`src/rtl/lcd_timing_pkg.sv`:
```
package lcd_timing_pkg;
  typedef enum logic [1:0] {
    SEG_SYNC  = 2'd0,
    SEG_BACK  = 2'd1,
    SEG_ACT   = 2'd2,
    SEG_FRONT = 2'd3
  } seg_e;
endpackage

```
`src/rtl/lcd_pix_div.sv`:
```
module lcd_pix_div #(
  parameter int DW = 8
) (
  input  logic          clk_i,
  input  logic          rst_ni,
  input  logic          div_en_i,
  input  logic [DW-1:0] div_m1_i,
  output logic          pix_ce_o
);
  logic [DW-1:0] cnt_q;
  logic          at_top;

  assign at_top   = (cnt_q >= div_m1_i);
  assign pix_ce_o = !div_en_i || at_top;

  always_ff @(posedge clk_i or negedge rst_ni) begin
    if (!rst_ni)                   cnt_q <= '0;
    else if (!div_en_i || at_top)  cnt_q <= '0;
    else                           cnt_q <= cnt_q + 1'b1;
  end

  // no back-to-back enables while dividing by more than one
  assert_ce_gap_R6: assert property (@(posedge clk_i) disable iff (!rst_ni)
    (div_en_i && $past(div_en_i) && div_m1_i != '0 && $stable(div_m1_i) && $past(pix_ce_o))
      |-> !pix_ce_o);

  // bypass gives an enable every clock
  assert_ce_bypass_R6: assert property (@(posedge clk_i) disable iff (!rst_ni)
    (!div_en_i && $past(!div_en_i)) |-> (pix_ce_o && $past(pix_ce_o)));
endmodule

```
`src/rtl/lcd_axis_seq.sv`:
```
module lcd_axis_seq
  import lcd_timing_pkg::*;
#(
  parameter int W = 11
) (
  input  logic         clk_i,
  input  logic         rst_ni,
  input  logic         hold_i,
  input  logic         step_i,
  input  logic [W-1:0] sync_m1_i,
  input  logic [W-1:0] back_m1_i,
  input  logic [W-1:0] act_m1_i,
  input  logic [W-1:0] front_m1_i,
  output seg_e         seg_o,
  output logic [W-1:0] pos_o,
  output logic         wrap_o
);
  localparam int TW = W + 2;

  logic [TW-1:0] cnt_q;
  logic [TW-1:0] sync_end, act_beg, act_end, last_idx;
  logic          at_last;

  always_comb begin
    sync_end = TW'(sync_m1_i) + TW'(1);
    act_beg  = sync_end + TW'(back_m1_i) + TW'(1);
    act_end  = act_beg + TW'(act_m1_i) + TW'(1);
    last_idx = act_end + TW'(front_m1_i);
  end

  assign at_last = (cnt_q >= last_idx);
  assign wrap_o  = step_i && !hold_i && at_last;

  always_comb begin
    if (cnt_q < sync_end)     seg_o = SEG_SYNC;
    else if (cnt_q < act_beg) seg_o = SEG_BACK;
    else if (cnt_q < act_end) seg_o = SEG_ACT;
    else                      seg_o = SEG_FRONT;
  end

  assign pos_o = (seg_o == SEG_ACT) ? W'(cnt_q - act_beg) : '0;

  always_ff @(posedge clk_i or negedge rst_ni) begin
    if (!rst_ni)      cnt_q <= '0;
    else if (hold_i)  cnt_q <= '0;
    else if (step_i)  cnt_q <= at_last ? '0 : cnt_q + 1'b1;
  end

  assert_cnt_bound_R2: assert property (@(posedge clk_i) disable iff (!rst_ni)
    ($stable({sync_m1_i, back_m1_i, act_m1_i, front_m1_i}) && $past(!hold_i) && !hold_i)
      |-> (cnt_q <= last_idx));

  assert_hold_zero_R7: assert property (@(posedge clk_i) disable iff (!rst_ni)
    $past(hold_i) |-> (cnt_q == '0));
endmodule

```
`src/rtl/lcd_frame_irq.sv`:
```
module lcd_frame_irq (
  input  logic clk_i,
  input  logic rst_ni,
  input  logic vs_act_i,
  input  logic irq_en_i,
  input  logic irq_sel_i,
  input  logic irq_clr_i,
  output logic pulse_o,
  output logic pend_o
);
  logic vs_q;

  assign pulse_o = irq_en_i && irq_sel_i && vs_act_i && !vs_q;

  always_ff @(posedge clk_i or negedge rst_ni) begin
    if (!rst_ni) begin
      vs_q   <= 1'b0;
      pend_o <= 1'b0;
    end else begin
      vs_q <= vs_act_i;
      if (pulse_o)        pend_o <= 1'b1;
      else if (irq_clr_i) pend_o <= 1'b0;
    end
  end

  assert_pulse_single_R9: assert property (@(posedge clk_i) disable iff (!rst_ni)
    pulse_o |=> !pulse_o);

  assert_pend_set_R10: assert property (@(posedge clk_i) disable iff (!rst_ni)
    pulse_o |=> pend_o);

  assert_pend_clr_R10: assert property (@(posedge clk_i) disable iff (!rst_ni)
    (!pulse_o && irq_clr_i) |=> !pend_o);
endmodule

```
`src/rtl/lcd_timing_gen.sv`:
```
module lcd_timing_gen
  import lcd_timing_pkg::*;
#(
  parameter int HW = 11,
  parameter int VW = 11,
  parameter int DW = 8
) (
  input  logic          clk_i,
  input  logic          rst_ni,
  input  logic          scan_en_i,
  input  logic          div_en_i,
  input  logic [DW-1:0] div_m1_i,
  input  logic [HW-1:0] h_sync_m1_i,
  input  logic [HW-1:0] h_back_m1_i,
  input  logic [HW-1:0] h_act_m1_i,
  input  logic [HW-1:0] h_front_m1_i,
  input  logic [VW-1:0] v_sync_m1_i,
  input  logic [VW-1:0] v_back_m1_i,
  input  logic [VW-1:0] v_act_m1_i,
  input  logic [VW-1:0] v_front_m1_i,
  input  logic          h_inv_i,
  input  logic          v_inv_i,
  input  logic          irq_en_i,
  input  logic          irq_sel_i,
  input  logic          irq_clr_i,
  output logic          pix_ce_o,
  output logic          hsync_o,
  output logic          vsync_o,
  output logic          de_o,
  output logic [HW-1:0] x_o,
  output logic [VW-1:0] y_o,
  output logic          frame_irq_o,
  output logic          irq_pend_o
);
  logic          run_q;
  logic          h_step, h_wrap, v_wrap;
  seg_e          h_seg, v_seg;
  logic [HW-1:0] h_pos;
  logic [VW-1:0] v_pos;
  logic          hs_act, vs_act;

  lcd_pix_div #(.DW(DW)) u_div (
    .clk_i    (clk_i),
    .rst_ni   (rst_ni),
    .div_en_i (div_en_i),
    .div_m1_i (div_m1_i),
    .pix_ce_o (pix_ce_o)
  );

  assign h_step = pix_ce_o && run_q;

  lcd_axis_seq #(.W(HW)) u_hor (
    .clk_i      (clk_i),
    .rst_ni     (rst_ni),
    .hold_i     (!run_q),
    .step_i     (h_step),
    .sync_m1_i  (h_sync_m1_i),
    .back_m1_i  (h_back_m1_i),
    .act_m1_i   (h_act_m1_i),
    .front_m1_i (h_front_m1_i),
    .seg_o      (h_seg),
    .pos_o      (h_pos),
    .wrap_o     (h_wrap)
  );

  lcd_axis_seq #(.W(VW)) u_ver (
    .clk_i      (clk_i),
    .rst_ni     (rst_ni),
    .hold_i     (!run_q),
    .step_i     (h_wrap),
    .sync_m1_i  (v_sync_m1_i),
    .back_m1_i  (v_back_m1_i),
    .act_m1_i   (v_act_m1_i),
    .front_m1_i (v_front_m1_i),
    .seg_o      (v_seg),
    .pos_o      (v_pos),
    .wrap_o     (v_wrap)
  );

  // start on a pixel boundary; stop only at frame end
  always_ff @(posedge clk_i or negedge rst_ni) begin
    if (!rst_ni)                  run_q <= 1'b0;
    else if (!run_q && pix_ce_o)  run_q <= scan_en_i;
    else if (run_q && v_wrap)     run_q <= scan_en_i;
  end

  assign hs_act  = run_q && (h_seg == SEG_SYNC);
  assign vs_act  = run_q && (v_seg == SEG_SYNC);
  assign de_o    = run_q && (h_seg == SEG_ACT) && (v_seg == SEG_ACT);
  assign hsync_o = hs_act ^ h_inv_i;
  assign vsync_o = vs_act ^ v_inv_i;
  assign x_o     = de_o ? h_pos : '0;
  assign y_o     = de_o ? v_pos : '0;

  lcd_frame_irq u_irq (
    .clk_i     (clk_i),
    .rst_ni    (rst_ni),
    .vs_act_i  (vs_act),
    .irq_en_i  (irq_en_i),
    .irq_sel_i (irq_sel_i),
    .irq_clr_i (irq_clr_i),
    .pulse_o   (frame_irq_o),
    .pend_o    (irq_pend_o)
  );

  assert_de_no_sync_R4: assert property (@(posedge clk_i) disable iff (!rst_ni)
    de_o |-> (!hs_act && !vs_act));

  assert_irq_at_vs_R9: assert property (@(posedge clk_i) disable iff (!rst_ni)
    frame_irq_o |-> (vs_act && hs_act && !de_o));

  assert_stop_stays_R7: assert property (@(posedge clk_i) disable iff (!rst_ni)
    ($past(!scan_en_i) && $past(!run_q) && !scan_en_i) |-> (!run_q && !de_o && !frame_irq_o));
endmodule

```
`config.mk`:
```
export PLATFORM = sky130hd
export DESIGN_NAME = lcd_timing_gen
export DESIGN_NICKNAME = d
export VERILOG_FILES = /design/src/rtl/lcd_timing_pkg.sv /design/src/rtl/lcd_pix_div.sv /design/src/rtl/lcd_axis_seq.sv /design/src/rtl/lcd_frame_irq.sv /design/src/rtl/lcd_timing_gen.sv
export SDC_FILE = /design/constraint.sdc
export NUM_CORES = 1
export LEC_CHECK = 0
export ABC_CLOCK_PERIOD_IN_PS = 8890
export BUFFER_PORTS_ARGS = -buffer_cell sky130_fd_sc_hd__buf_2
export CORE_MARGIN = 2
export CORE_UTILIZATION = 55
export DETAILED_ROUTE_END_ITERATION = 6
export PLACE_DENSITY_LB_ADDON = 0.08
export SLEW_MARGIN = 20
export SYNTH_ARGS = -nofsm -noshare
export SYNTH_HDL_FRONTEND = slang
export SYNTH_SLANG_ARGS = --single-unit
export TNS_END_PERCENT = 5
```
`constraint.sdc`:
```
create_clock -name clk_i -period 8.89 [get_ports clk_i]
set_clock_uncertainty 0.05 [all_clocks]
set_input_delay 1.3335 -clock clk_i [delete_from_list [all_inputs] [get_ports clk_i]]
set_output_delay 1.3335 -clock clk_i [all_outputs]
set_load 0.05 [all_outputs]
```
# Word level (Yosys, flattened, before mapping)
# Cells that the tools add are included.
# totals
register_bits	37
in_bits	105
word_cells	81
# classes
n_addsub	17
magnitude_cmp	9
eq_ne	4
mux	21
bitwise	2
n_reduce_logical	22
# ops
operator	count
adder 13 x 1 -> 13 bit, second input constant	6
adder 13 x 11 -> 13 bit	6
2-to-1 mux 13 bit	6
< comparator 13 bit	4
2-to-1 mux 11 bit	4
>= comparator 13 bit	2
< comparator 13 x 12 -> 1 bit	2
adder 11 x 1 -> 12 bit, second input constant	2
subtractor 11 bit	2
logical AND 1 bit	14
adder 8 x 1 -> 8 bit, second input constant	1
>= comparator 8 bit	1
2-to-1 mux 2 bit	4
2-to-1 mux 8 bit	1
2-to-1 mux 1 bit	6
equality test 2 bit, second input constant	2
logical NOT 2 bit	2
inequality test 2 x 1 -> 1 bit, second input constant	2
nonzero test 2 bit	2
logical NOT 1 bit	3
bitwise XOR 1 bit	2
logical OR 1 bit	1

# Depth between registers and ports, before layout
# logic_depth
ltp_word	14
ltp_mapped	31
depth_no_buf	30

# Modules after synthesis
# A second synthesis with hierarchy kept.
# hier_totals
cells_unflattened	1125
area_unflattened_um2	8941.1
# by_module_without_submodules
module	instances	cells_per_inst	area_each_um2
lcd_axis_seq (u_hor)	1	519	3966.3
lcd_axis_seq (u_ver)	1	507	3951.3
lcd_pix_div	1	56	545.5
lcd_timing_gen	1	38	406.6
lcd_frame_irq	1	5	71.3

# Least setup slack after synthesis
# OpenSTA, ideal clock, no wires.
# synth_timing
path_type	input port to output port
from	input h_sync_m1_i[0]
to	output x_o[8]
arrival_time_ps	7533
required_ps	7507
setup_slack_ps	-26
stages	21
n_path_buf	1
cell_sequence	ha_1 fa_1 a21o_1 a211oi_1 nor2_1 or4_1 a41oi_1 xnor2_1 ha_1 and2_1 a311oi_1 xnor2_1 ha_1 a21o_1 a222oi_1 nand4_1 nor3_1 or4b_1 or4_1 buf_2 nor3b_1
# synth_via
elab_chain_cells	13
# synth_rtl
item	line_no	text
start, declared	lcd_timing_gen.sv:13	input logic [HW-1:0] h_sync_m1_i,
adder 11 x 1 -> 12 bit *	lcd_axis_seq.sv:25	sync_end = TW'(sync_m1_i) + TW'(1);
adder 13 x 11 -> 13 bit	lcd_axis_seq.sv:26	act_beg = sync_end + TW'(back_m1_i) + TW'(1);
adder 13 x 1 -> 13 bit	lcd_axis_seq.sv:26	
adder 13 x 11 -> 13 bit	lcd_axis_seq.sv:27	act_end = act_beg + TW'(act_m1_i) + TW'(1);
adder 13 x 1 -> 13 bit	lcd_axis_seq.sv:27	
< comparator 13 bit	lcd_axis_seq.sv:37	else if (cnt_q < act_end) seg_o = SEG_ACT;
2-to-1 mux 1 bit	lcd_axis_seq.sv:37	
2-to-1 mux 2 bit	lcd_axis_seq.sv:36	else if (cnt_q < act_beg) seg_o = SEG_BACK;
2-to-1 mux 2 bit	lcd_axis_seq.sv:35	if (cnt_q < sync_end) seg_o = SEG_SYNC;
equality test 2 bit	lcd_axis_seq.sv:41, lcd_timing_gen.sv:89	
logical AND 1 bit (2 in a row)	lcd_timing_gen.sv:89	assign de_o = run_q && (h_seg == SEG_ACT) && (v_seg == SEG_ACT);
2-to-1 mux 11 bit *	lcd_timing_gen.sv:92	assign x_o = de_o ? h_pos : '0;
end, declared	lcd_timing_gen.sv:30	output logic [HW-1:0] x_o,
# Mark *: on every way between the ends. The rest lies on a longest branch, timed or not.

# Final worst setup path
# layout_timing
from	input v_sync_m1_i[0]
to	output y_o[2]
# layout_via
elab_chain_cells	12
# layout_rtl
item	line_no	text
start, declared	lcd_timing_gen.sv:17	input logic [VW-1:0] v_sync_m1_i,
adder 11 x 1 -> 12 bit *	lcd_axis_seq.sv:25	
adder 13 x 11 -> 13 bit	lcd_axis_seq.sv:26	
adder 13 x 1 -> 13 bit	lcd_axis_seq.sv:26	
adder 13 x 11 -> 13 bit	lcd_axis_seq.sv:27	
adder 13 x 1 -> 13 bit	lcd_axis_seq.sv:27	
< comparator 13 bit	lcd_axis_seq.sv:37	
2-to-1 mux 1 bit	lcd_axis_seq.sv:37	
2-to-1 mux 2 bit	lcd_axis_seq.sv:36	
2-to-1 mux 2 bit	lcd_axis_seq.sv:35	
equality test 2 bit	lcd_axis_seq.sv:41, lcd_timing_gen.sv:89	
2-to-1 mux 11 bit or logical AND 1 bit (tied branches)	lcd_axis_seq.sv:41, lcd_timing_gen.sv:89	
2-to-1 mux 11 bit *	lcd_timing_gen.sv:93	assign y_o = de_o ? v_pos : '0;
end, declared	lcd_timing_gen.sv:31	output logic [VW-1:0] y_o,
# Marked as above.

==> metrics.yaml <==
final_layout:
  finalNetCount: 1531
  fill_cells: 1421
  most-common-layout-cells: "ha_1 (179), inv_1 (126), buf_2 (126), nor2_1 (76), nand2_1 (54)"
  multi_input_comb_area_um2: 7173
  diodes: 0
  drive_gt1_share_pct: 15.59
  register_area_um2: 925.9
  final_common_cell: "ha_1"
  finish.utilization_pct: 64.52
  areaGrowthSynthToFinish_pct: 14.92
sta:
  finalHoldViolCount: 0
  max-slew-margin-rel_pct: 37.81
  layout_worst_path_cycle_share_pct: 97.01
  max_clock_freq_mhz: 115.9
  finalCriticalPeriod_ns: 8.625
  timing_max_transition_violations_final: 0
  finalWorstSetupSlack_ns: 0.2655
  rsz_0062_raised_after_global_routing: "false"
  max_slew.worst_pin.slew_ns: 0.9258
  finalSetupTns_ns: 0
  setup_viol: 0
  fin_worst_hold_slack_ns: 0.4282
floorplan:
  floorplan.die.width_um: 128.3
  initial_utilization_pct: 56.14
  core_footprint_um2: 15150
  rows: 45
  die_y_um: 128.3
  die_area_um2: 16470
  design.portCount: 133
pwr:
  vdd.ir_drop.worst_mv: 0.1304
  cellLeakagePower_nw: 5.248
  p_per_area_nw_per_um2: 246.1
  totalPowerFinal_w: 0.002405
global_routing:
  grt_pass1_vias: 7795
  grt_pass1_wl_mm: 36.78
  global_route.usage.total_pct: 27.03
  gr-total-overflow: 0
  grt_antenna_before_repair: 0
  maximum_number_of_pins_on_one_net_before_global_route_repair: 38
synthesis:
  synth_area_um2: 8503
  synth_area_per_cell_um2: 7.723
  ys_warn_count: 0
  synth.lib_cells_used.distinct: 65
  async_reset_ff_share_pct: 100.0
  synth_fp_nets: 1395
  synth.ff_latch_count: 37
  synth-seq-area-share_pct: 10.89
  syn-instance-count: 1101
  postSynth.topFlopCell: "dfrtp_1"
  edff_count_synth: 0
drt:
  iter_0_drt_violations: 442
  num_vias: 8421
  detail_route.vias_per_cell: 5.905
  detail_route.first_pass.iterations: 5
  post-route-drc-count: 0
  route.final.wire_length_mm: 22.48
  drtAntennaViolNets: 0
  drt-wirelength-per-cell_um: 15.77
worst_setup_path:
  max_stage_delay_ns: 0.49
  kind_of_end_point_of_the_critical_path: "primary output"
  cp_data_required_time_ns: 7.51
  criticalPathCategory: "in -> out"
  timing.critical_path.buf_inv: 4
  category_of_cells_accounting_for_the_largest_share_of_critical_path_delay: "simple AND/OR/NAND/NOR gates"
  timing.critical_path.slowest_stage_cell: "or4_4"
  data_arrival_at_the_endpoint_of_the_critical_path_ns: 7.24
  element_type_at_the_critical_path_start: "input pin"
  crit_path_max_fanout: 8
  cp_common_cell: "ha_1"
clock_network:
  numClockSinks: 37
  clock-root-buffer: "clkbuf_16"
  h_tree_depth_reported_by_cts: 2
  clk_pin_slew_ns: 0.05
  clk-insertion-delay-late_ns: 0.28
  tritoncts.num_buffers: 5
  post_cts_hold_buffer_count: 0
  cts_buffer_depth: 2
  cts_tree: "yes"
place:
  gp_congestion: 0.8807
  dp_hpwl_mm: 18.75
  dp_worst_setup_slack_ns: 0.006448
  number_of_buffer_cells_added_on_primary_ports: 132
job:
  drv.max_cap_violation_count: 0
hold_path:
  min_path_type: "reg -> reg"
run_status:
  result_of_the_run: "finished, final reports clean"
## synthesized netlist by cell type (9+ instances only)
cell      instances  area share (%)
or3_1            11            0.81
a41oi_1          12             1.2
nor2_1           77             3.4
nand2_1          54             2.4
inv_1           126             5.6
o21a_1           20             1.8
o21ai_0          58             3.4
nor2b_1          25             1.8
nand4_1          17             1.3
xor2_1           45             4.6
a21o_1           36             3.2
a31oi_1           9            0.66
ha_1            181              27
xnor2_1          47             4.8
and3_1           32             2.4
dfrtp_1          37              11
nand3_1          42             2.5
o31ai_1           9            0.79
nand2b_1         21             1.5
a211oi_1         10            0.88
nor3_1           36             2.1
clkbuf_1         11            0.49
a21oi_1          54             3.2
## worst register-to-register path, cell delays in order (launching register included)
cell      delay, ns
dfrtp_1        0.50
inv_1          0.13
ha_1           0.30
nand2b_1       0.14
a21o_1         0.17
a21oi_1        0.20
o211a_1        0.20
a211oi_1       0.15
nor3_1         0.79
nand4_1        0.38
o221ai_1       0.29
## logic make-up (layout without fill, tap and decap cells)
group | Yosys count | after routing | synth area share (%)
simple gates | 355 | 355 | 21.72
buf+inv | 144 | 281 | 6.504
flops | 37 | 37 | 10.89
fa+ha+maj | 189 | 189 | 28.52
compound gates | 277 | 277 | 22.06
xor+xnor | 92 | 92 | 9.476
mux | 7 | 7 | 0.8387
## state kept, by name, summed over array words and instances, names as in the netlist
signal,flops
u_div.cnt_q,8
u_irq.vs_q,1
u_hor.cnt_q,13
run_q,1
u_irq.pend_o,1
u_ver.cnt_q,13
## final timing paths
| check | start | end | slack, ns | cells after the start |
|---|---|---|---|---|
| max | v_sync_m1_i[0] | y_o[2] | 0.27 | 26 |
| min | u_irq.pend_o | u_irq.pend_o | 0.43 | 1 |
| max reg2reg | u_ver.cnt_q[0] | u_ver.cnt_q[6] | 5.50 | 10 |
| min reg2reg | u_irq.pend_o | u_irq.pend_o | 0.43 | 1 |
| max in group asynchronous | rst_ni | u_ver.cnt_q[0] | 7.14 | 1 |
| min in group asynchronous | rst_ni | u_div.cnt_q[4] | 1.11 | 1 |
## where the power goes
| part | switching [W] | internal, W |
|---|---|---|
| Clock | 0.0000663 | 0.000140 |
| Sequential | 0.0000810 | 0.000203 |
| Combinational | 0.00107 | 0.000849 |
## layer usage
metal / track usage [%] / up-vias / part of all wire, %
met4: 5.236 / 0 / 1.7
met5: 0 / - / 0
li1: - / 4271 / -
met1: 34.42 / 3851 / 44
met2: 49.22 / 260 / 49
met3: 3.410 / 39 / 4.7
## cell type report
class / instances / area share [%]
tap: 188 / 2.407
clock inverter: 1 / 0.3073
multi-input combinational: 920 / 73.41
sequential: 37 / 9.475
timing repair buffer: 147 / 8.105
inverter: 126 / 4.840
clock buffer: 7 / 1.460
## through the flow
| step | instance area (um2) | std cells |
|---|---|---|
| global placement | 9409 | 1415 |
| CTS | 9588 | 1423 |
| floorplan | 8503 | 1101 |
| finish | 9772 | 1426 |
| detailed placement | 9409 | 1415 |
| global route | 9772 | 1426 |
## repair_timing
item	in CTS	in global routing
gates resized for setup	1	36
endpoints found under the setup margin	3	23
pin swaps	0	8
setup buffers	0	3
(Power assumes the default switching activity.)
